## config.mk

```make
export PLATFORM = sky130hd
export DESIGN_NAME = hpd_sink_ctrl
export DESIGN_NICKNAME = d
export VERILOG_FILES = /design/src/rtl/hpdc_pkg.sv /design/src/rtl/hpdc_sync.sv /design/src/rtl/hpdc_edge.sv /design/src/rtl/hpdc_timer.sv /design/src/rtl/hpdc_fsm.sv /design/src/rtl/hpd_sink_ctrl.sv
export SDC_FILE = /design/constraint.sdc
export NUM_CORES = 1
export LEC_CHECK = 0
export BUFFER_PORTS_ARGS = -buffer_cell sky130_fd_sc_hd__buf_2
export CAP_MARGIN = 20
export CORE_MARGIN = 2
export CORE_UTILIZATION = 50
export CTS_BUF_LIST = sky130_fd_sc_hd__clkbuf_4
export CTS_CLUSTER_DIAMETER = 200
export DETAILED_ROUTE_END_ITERATION = 10
export PLACE_DENSITY_LB_ADDON = 0.05
export SKIP_CTS_REPAIR_TIMING = 1
export SLEW_MARGIN = 40
export SYNTH_ARGS = -nofsm -noshare
export SYNTH_HDL_FRONTEND = slang
export SYNTH_SLANG_ARGS = --single-unit
```

## constraint.sdc

```tcl
create_clock -name clk_i -period 4.08 [get_ports clk_i]
set_input_delay 0.204 -clock clk_i [delete_from_list [all_inputs] [get_ports clk_i]]
set_output_delay 0.204 -clock clk_i [all_outputs]
set_load 0.01 [all_outputs]
```

## src/rtl/hpdc_pkg.sv

```systemverilog
package hpdc_pkg;

  typedef enum logic [1:0] {
    ST_IDLE_LOW   = 2'd0,
    ST_WAIT_EDID  = 2'd1,
    ST_HIGH       = 2'd2,
    ST_FORCED_LOW = 2'd3
  } hpd_state_e;

  // Cycles of the minimum low interval for a given clock rate and length in microseconds.
  function automatic int unsigned low_cycles(input longint unsigned clk_hz,
                                             input longint unsigned low_us);
    longint unsigned c;
    c = (clk_hz * low_us) / 64'd1000000;
    if (c == 0) c = 1;
    return int'(c[31:0]);
  endfunction

endpackage

```

## src/rtl/hpdc_sync.sv

```systemverilog
module hpdc_sync #(
  parameter int W      = 2,
  parameter int STAGES = 2
) (
  input  logic         clk_i,
  input  logic         rst_ni,
  input  logic [W-1:0] d_i,
  output logic [W-1:0] q_o
);
  logic [W-1:0] stage_q [STAGES];

  for (genvar s = 0; s < STAGES; s++) begin : g_stage
    if (s == 0) begin : g_first
      always_ff @(posedge clk_i or negedge rst_ni) begin
        if (!rst_ni) stage_q[s] <= '0;
        else         stage_q[s] <= d_i;
      end
    end else begin : g_next
      always_ff @(posedge clk_i or negedge rst_ni) begin
        if (!rst_ni) stage_q[s] <= '0;
        else         stage_q[s] <= stage_q[s-1];
      end
    end
  end

  assign q_o = stage_q[STAGES-1];
endmodule

```

## src/rtl/hpdc_edge.sv

```systemverilog
module hpdc_edge #(
  parameter int W = 2
) (
  input  logic         clk_i,
  input  logic         rst_ni,
  input  logic [W-1:0] lvl_i,
  output logic [W-1:0] rise_o,
  output logic [W-1:0] fall_o
);
  logic [W-1:0] prev_q;

  always_ff @(posedge clk_i or negedge rst_ni) begin
    if (!rst_ni) prev_q <= '0;
    else         prev_q <= lvl_i;
  end

  for (genvar i = 0; i < W; i++) begin : g_bit
    assign rise_o[i] = lvl_i[i] & ~prev_q[i];
    assign fall_o[i] = ~lvl_i[i] & prev_q[i];
  end
endmodule

```

## src/rtl/hpdc_timer.sv

```systemverilog
module hpdc_timer #(
  parameter int unsigned CYC = 4
) (
  input  logic clk_i,
  input  logic rst_ni,
  input  logic load_i,
  output logic done_o
);
  localparam int TW = (CYC > 1) ? $clog2(CYC) : 1;
  localparam logic [TW-1:0] LOAD_VAL = TW'(CYC - 1);

  logic [TW-1:0] cnt_q;

  always_ff @(posedge clk_i or negedge rst_ni) begin
    if (!rst_ni)            cnt_q <= '0;
    else if (load_i)        cnt_q <= LOAD_VAL;
    else if (cnt_q != '0)   cnt_q <= cnt_q - 1'b1;
  end

  assign done_o = (cnt_q == '0);
endmodule

```

## src/rtl/hpdc_fsm.sv

```systemverilog
module hpdc_fsm
  import hpdc_pkg::*;
(
  input  logic       clk_i,
  input  logic       rst_ni,
  input  logic       soft_rst_i,
  input  logic       pwr_i,
  input  logic       sel_i,
  input  logic       ready_i,
  input  logic       chg_evt_i,
  input  logic       sw_evt_i,
  input  logic       tmr_done_i,
  output logic       tmr_load_o,
  output hpd_state_e state_o
);
  hpd_state_e state_q, state_d;
  logic       restart;

  assign restart = chg_evt_i | sw_evt_i;

  always_comb begin
    state_d = state_q;
    if (soft_rst_i || !pwr_i || !sel_i) begin
      state_d = ST_IDLE_LOW;
    end else begin
      unique case (state_q)
        ST_IDLE_LOW:   state_d = restart ? ST_FORCED_LOW : ST_WAIT_EDID;
        ST_WAIT_EDID:  state_d = restart ? ST_FORCED_LOW :
                                 (ready_i ? ST_HIGH : ST_WAIT_EDID);
        ST_HIGH:       state_d = (restart || !ready_i) ? ST_FORCED_LOW : ST_HIGH;
        ST_FORCED_LOW: begin
          if (restart)         state_d = ST_FORCED_LOW;
          else if (tmr_done_i) state_d = ready_i ? ST_HIGH : ST_WAIT_EDID;
          else                 state_d = ST_FORCED_LOW;
        end
        default:       state_d = ST_IDLE_LOW;
      endcase
    end
  end

  assign tmr_load_o = (state_d == ST_FORCED_LOW) &&
                      ((state_q != ST_FORCED_LOW) || restart);

  always_ff @(posedge clk_i or negedge rst_ni) begin
    if (!rst_ni) state_q <= ST_IDLE_LOW;
    else         state_q <= state_d;
  end

  assign state_o = state_q;
endmodule

```

## src/rtl/hpd_sink_ctrl.sv

```systemverilog
module hpd_sink_ctrl
  import hpdc_pkg::*;
#(
  parameter int unsigned CLK_HZ      = 200_000_000,
  parameter int unsigned LOW_US      = 110_000,
  parameter int          SYNC_STAGES = 2
) (
  input  logic       clk_i,
  input  logic       rst_ni,
  input  logic       soft_rst_i,
  input  logic       pwr5v_i,
  input  logic       edid_ready_i,
  input  logic       edid_chg_i,
  input  logic       port_sel_i,
  output logic       hpd_o,
  output logic [1:0] status_o
);
  localparam int unsigned LOW_CYC = low_cycles(64'(CLK_HZ), 64'(LOW_US));
  localparam int          NSYNC   = 2;   // bit 0: EDID change, bit 1: port select

  logic [NSYNC-1:0] async_lvl, sync_lvl, rise, fall;
  logic             tmr_load, tmr_done;
  hpd_state_e       state;

  assign async_lvl = {port_sel_i, edid_chg_i};

  hpdc_sync #(.W(NSYNC), .STAGES(SYNC_STAGES)) u_sync (
    .clk_i (clk_i),
    .rst_ni(rst_ni),
    .d_i   (async_lvl),
    .q_o   (sync_lvl)
  );

  hpdc_edge #(.W(NSYNC)) u_edge (
    .clk_i (clk_i),
    .rst_ni(rst_ni),
    .lvl_i (sync_lvl),
    .rise_o(rise),
    .fall_o(fall)
  );

  hpdc_timer #(.CYC(LOW_CYC)) u_timer (
    .clk_i (clk_i),
    .rst_ni(rst_ni),
    .load_i(tmr_load),
    .done_o(tmr_done)
  );

  hpdc_fsm u_fsm (
    .clk_i     (clk_i),
    .rst_ni    (rst_ni),
    .soft_rst_i(soft_rst_i),
    .pwr_i     (pwr5v_i),
    .sel_i     (sync_lvl[1]),
    .ready_i   (edid_ready_i),
    .chg_evt_i (rise[0]),
    .sw_evt_i  (rise[1]),
    .tmr_done_i(tmr_done),
    .tmr_load_o(tmr_load),
    .state_o   (state)
  );

  // Falling edges are not used by the controller; the level itself returns the state to idle.
  logic unused_fall;
  assign unused_fall = ^fall;

  assign hpd_o    = (state == ST_HIGH);
  assign status_o = state;
endmodule

```

Yosys cells after proc, flatten, opt, wreduce, memory -nomap -nowiden

Index checks and enable logic that the tools add are counted.

Register bits: 33
Input bits: 7

Add/subtract/negate cells: 1
Equality and inequality tests: 5
Muxes and demuxes: 10
Bitwise operators: 5
Reduce and logical (&&, ||, !) cells: 12

Operators by type and width:

| kind                    | count |
|---|---|
| $mux W25                | 2 |
| $logic_not A25 Y1       | 1 |
| $reduce_bool A25 Y1     | 1 |
| $sub A25 B1 Y25 const B | 1 |
| $mux W2                 | 6 |
| $pmux W2 S4             | 1 |
| $eq A2 B2 Y1 const B    | 3 |
| $logic_or A1 B1 Y1      | 4 |
| $logic_not A1 Y1        | 3 |
| $and A1 B1 Y1           | 2 |
| $eq A2 B1 Y1 const B    | 1 |
| $logic_not A2 Y1        | 1 |
| $ne A2 B2 Y1 const B    | 1 |
| $not A1 Y1              | 2 |
| $reduce_bool A2 Y1      | 1 |
| $logic_and A1 B1 Y1     | 1 |
| $mux W1                 | 1 |
| $or A1 B1 Y1            | 1 |

Longest topological paths before layout

Depth after elaboration: 10
Mapped depth: 8
Mapped depth without buffers: 7

Cells and area by module

A second synthesis with hierarchy kept.

Cell total of the unflattened synthesis: 168
Area, all modules: 1712.9 sq um

Modules (own cells, without submodules):

| module        | times used | cells an instance | area each (sq um) |
|---|---|---|---|
| hpdc_timer    | 1          | 143               | 1381.3 |
| hpdc_fsm      | 1          | 12                | 117.6 |
| hpdc_sync     | 1          | 6                 | 115.1 |
| hpdc_edge     | 1          | 6                 | 85.1 |
| hpd_sink_ctrl | 1          | 1                 | 13.8 |

Worst setup path before layout

No wires, ideal clock.

Path kind: register to register
Start: register u_timer.cnt_q[0]
End: register u_timer.cnt_q[13]
Setup time: 0.132 ns
Arrival time: 1.910 ns
Required time: 3.948 ns
Slack: 2.039 ns
Stages on the path, launching flop included: 8
Cell sequence: dfrtp_1 > inv_1 > ha_1 > nor4b_2 > nand4_2 > nor4_4 > nor3_1 > or3b_1

Longest elaborated chain between the ends: 8
Elaborated cells on any way between the ends: 12
Classes of those cells: add/sub (1); eq/ne (1); mux (6); reduce/logical (4)

RTL lines:

| what                                           | RTL line         | text |
|---|---|---|
| from (decl)                                    | hpdc_timer.sv:12 | `logic [TW-1:0] cnt_q;` |
| from (signal assigned)                         | hpdc_timer.sv:17 | `else if (cnt_q != '0) cnt_q <= cnt_q - 1'b1;` |
| $logic_not A25 Y1                              | hpdc_timer.sv:20 | `assign done_o = (cnt_q == '0);` |
| $mux W2                                        | hpdc_fsm.sv:33   | `else if (tmr_done_i) state_d = ready_i ? ST_HIGH : ST_WAIT_EDID;` |
| $mux W2                                        | hpdc_fsm.sv:32   | `if (restart) state_d = ST_FORCED_LOW;` |
| $pmux W2 S4                                    | hpdc_fsm.sv:26   | `unique case (state_q)` |
| $mux W2                                        | hpdc_fsm.sv:23   | `if (soft_rst_i \|\| !pwr_i \|\| !sel_i) begin` |
| $eq A2 B2 Y1                                   | hpdc_fsm.sv:41   | `assign tmr_load_o = (state_d == ST_FORCED_LOW) &&` |
| $logic_and A1 B1 Y1                            | hpdc_fsm.sv:41   |  |
| $mux W25 or $reduce_bool A2 Y1 (tied branches) | --               |  |

Several ways; a longest one is shown, not always the timed one. The select of a mux whose other input is x is not followed.
A chain may end at the register's enable or synchronous reset.

Worst setup path after layout

Same ends and word-level chain as after synthesis.

==> results.yml <==
outcome:
  status: "complete, no violations"
routing:
  vias: 1331
  drtAntennaViolNets: 0
  firstDrtPassIters: 4
  first_iter_violations: 106
  wl_um: 3530
  drc: 0
  avgRoutedWirePerCell_um: 15.2
  via_per_inst: 5.74
timing:
  finalHoldViolations: 0
  relSlewSlack: 0.663
  worst_pin_slew_ns: 0.501
  fin_crit_sh: 0.574
  setup_viol: 0
  drv_slew: 0
  setup_tns_ns: 0
  skew_ns: 0.00607
  rsz0062_at_grt: "false"
  timing.fmax_mhz: 427
  period_needed_ns: 2.34
worst_setup_path:
  critPathSlowestCell: "nor4_4"
  r2r-start: "u_timer.cnt_q[0]$_DFFE_PN0P_"
  path_max_fanout: 10
  reg2reg_depth: 7
  critical-path-top-delay-family: "simple AND/OR/NAND/NOR gates"
  critPathBufInv: 1
  max_stage_delay_ns: 0.45
  cp-start-kind: "flop"
  arrival_ns: 2.55
  cp.required_ns: 4.29
  cp.depth: 7
  crit_type: "reg -> reg"
  rrSetupSlack_ns: 1.74
  worstSetupEndpointType: "flop"
  timing.rr.end: "u_timer.cnt_q[13]$_DFFE_PN0P_"
  path_cells: "inv_1 > ha_1 > nor4b_2 > nand4_2 > nor4_4 > nor3_1 > or3b_1"
cts:
  cts.sinks: 33
  numCtsBuffers: 5
  htree_levels: 2
  cts_tree: "built"
  path_clk_slew_ns: 0.09
  clock_path_buffers: 2
  clockRootBuffer: "clkbuf_4"
  clock_latency_ns: 0.32
floorplan:
  start_util: 0.523
  io_pins: 10
  die_h_um: 63.1
  dieArea_um2: 3980
  fp.dieW_um: 63.1
  rows: 21
  core_area_um2: 3340
pwr:
  p_switching_mw: 0.232
  power.leakage_nw: 0.713
  pwr_density_cell_nw_per_um2: 373
  p_seq_frac: 0.604
  pwr-share-clk: 0.233
  p_sw_frac: 0.320
  p_total_mw: 0.725
  intPower_mw: 0.493
  peakVddDrop_v: 0.000242
  power_frac_comb: 0.163
synthesis:
  synth_edf_count: 0
  syn_inst: 169
  synth_area_leaders: "dfrtp_1 (47%), xnor2_1 (4.0%), nor4_4 (3.7%), nand2_1 (3.2%), a21oi_1 (2.6%)"
  synth_fa_ha_area_frac: 0.0143
  syn_area_um2: 1750
  synth_xor_area_frac: 0.0652
  yosys-mux-area-fraction: 0.00573
  synth_top_family_by_area: "simple AND/OR/NAND/NOR gates"
  ys_warn_count: 0
  synth_area_leader_cell: "dfrtp_1"
  synth_async_sr_flop_share: 1.00
  dominantRegCellSynth: "dfrtp_1"
  yosysUniqueCellTypes: 44
  synth_nets: 178
  yosysSeqAreaShare: 0.473
  synthMostInstantiatedCell: "dfrtp_1"
  yosys.area.top_type_share: 0.473
  avgSynthCellArea_um2: 10.3
  ys_ff_latch: 33
  yosys-top-cells-count: "dfrtp_1 (33), nand2_1 (15), nor2_1 (12), a21oi_1 (9), xnor2_1 (8)"
  synth-simple-area-share: 0.330
  synth-compound-area-share: 0.0938
placement:
  portBuffers: 9
  dp_hpwl_um: 2450
  place_congestion: 0.832
  placed_area_um2: 1840
min_path:
  hold_path_end: "u_fsm.state_o[1]$_DFF_PN0_"
  hold_path.class: "in -> reg"
  hold_depth: 3
  min-delay-start: "edid_ready_i"
global_routing:
  grt_max_degree: 34
  antenna_found_initial: 0
  met2_usage: 0.311
  grt_first_pass_wirelength_um: 6090
  grt.busiest_layer: "met2"
  grt.met3_usage: 0.0536
  overflow: 0
  track_usage: 0.199
  grt_pass1_vias: 1316
  use_met1: 0.263
run:
  max_cap_viol_count: 0
cells_and_area:
  nNetsFinal: 195
  diodes: 0
  drive_above_1_share: 0.194
  area_delta_synth_final_pct: 11.4
  stdcell_area_um2: 1950
final cells by class:
| cell class | instances | area (um2) |
|---|---|---|
| Sequential cell | 33 | 826 |
| Tap cell | 46 | 57.6 |
| Multi-Input combinational cell | 128 | 888 |
| Fill cell | 306 | 1390 |
| Clock buffer | 6 | 45.0 |
| Clock inverter | 1 | 3.75 |
| Timing Repair Buffer | 14 | 110 |
| Inverter | 4 | 15.0 |
worst max path at each step:
stage | end | slack [ns] | start
final | u_timer.cnt_q[13]$_DFFE_PN0P_ | 1.74 | u_timer.cnt_q[0]$_DFFE_PN0P_
after global routing | u_timer.cnt_q[13]$_DFFE_PN0P_ | 1.59 | u_timer.cnt_q[0]$_DFFE_PN0P_
after CTS | u_timer.cnt_q[13]$_DFFE_PN0P_ | 1.72 | u_timer.cnt_q[0]$_DFFE_PN0P_
after detailed placement | u_timer.cnt_q[13]$_DFFE_PN0P_ | 1.74 | u_timer.cnt_q[0]$_DFFE_PN0P_
after global placement | u_timer.cnt_q[13]$_DFFE_PN0P_ | 1.88 | u_timer.cnt_q[0]$_DFFE_PN0P_
after floorplan | u_timer.cnt_q[13]$_DFFE_PN0P_ | 2.04 | u_timer.cnt_q[0]$_DFFE_PN0P_
worst register-to-register path, delay by kind of cell (launching register included):
family / cells / cell delay, ns
fa+ha+maj: 1 / 0.17
buf+inv: 1 / 0.10
flops: 1 / 0.44
simple gates: 5 / 1.53
cells by family after synthesis:
group | count (synthesis)
XOR/XNOR | 13
adder cells (fa/ha/maj) | 2
buffers and inverters | 8
AO/OA/AOI/OAI | 28
AND/OR/NAND/NOR | 84
multiplexers | 1
flip-flops | 33
cell usage in the layout, fill, tap and decap left out, drive strengths merged, types with 4 or more instances in the layout:
cell type	n
o21ai	10
clkbuf	6
inv	4
xnor2	8
buf	11
nor2	12
nor4	11
a21oi	9
dfrtp	33
or4	8
nor3	9
nand3	4
nand2	15
o31ai	4
or3	7
xor2	5
power by group through the flow:
stage | combinational, mW | clock (mW) | sequential, mW
after global routing | 0.135 | 0.190 | 0.447
after floorplan | 0.100 | 0 | 0.418
after detailed placement | 0.114 | 0 | 0.442
after CTS | 0.114 | 0.178 | 0.436
final | 0.118 | 0.169 | 0.438
after global placement | 0.107 | 0 | 0.440
metrics by stage:
stage / instances / util / hold slack (ns) / worst slack, ns
after global placement: 221 / 0.551 / 0.292 / 1.88
after global routing: 232 / 0.583 / 0.203 / 1.59
after floorplan: 169 / - / -0.0916 / 2.04
after CTS: 228 / 0.566 / -0.0667 / 1.72
after detailed placement: 221 / 0.551 / 0.303 / 1.74
final: 232 / 0.583 / 0.200 / 1.74
layer usage:
metal  vias to the layer above  routed length, um  part of all wire
li1                        655                  -                 -
met5                         -                  0                 0
met1                       652               1660              0.47
met3                         2                125             0.035
met4                         0                 21            0.0059
met2                        22               1720              0.49
state kept, by name (all words and copies together) (netlist names):
signal and count:
u_edge.prev_q 2, u_fsm.state_o 2, u_sync.q_o 2, u_sync.stage_q 2, u_timer.cnt_q 25
Note: power is estimated with default switching activity, not from simulation.
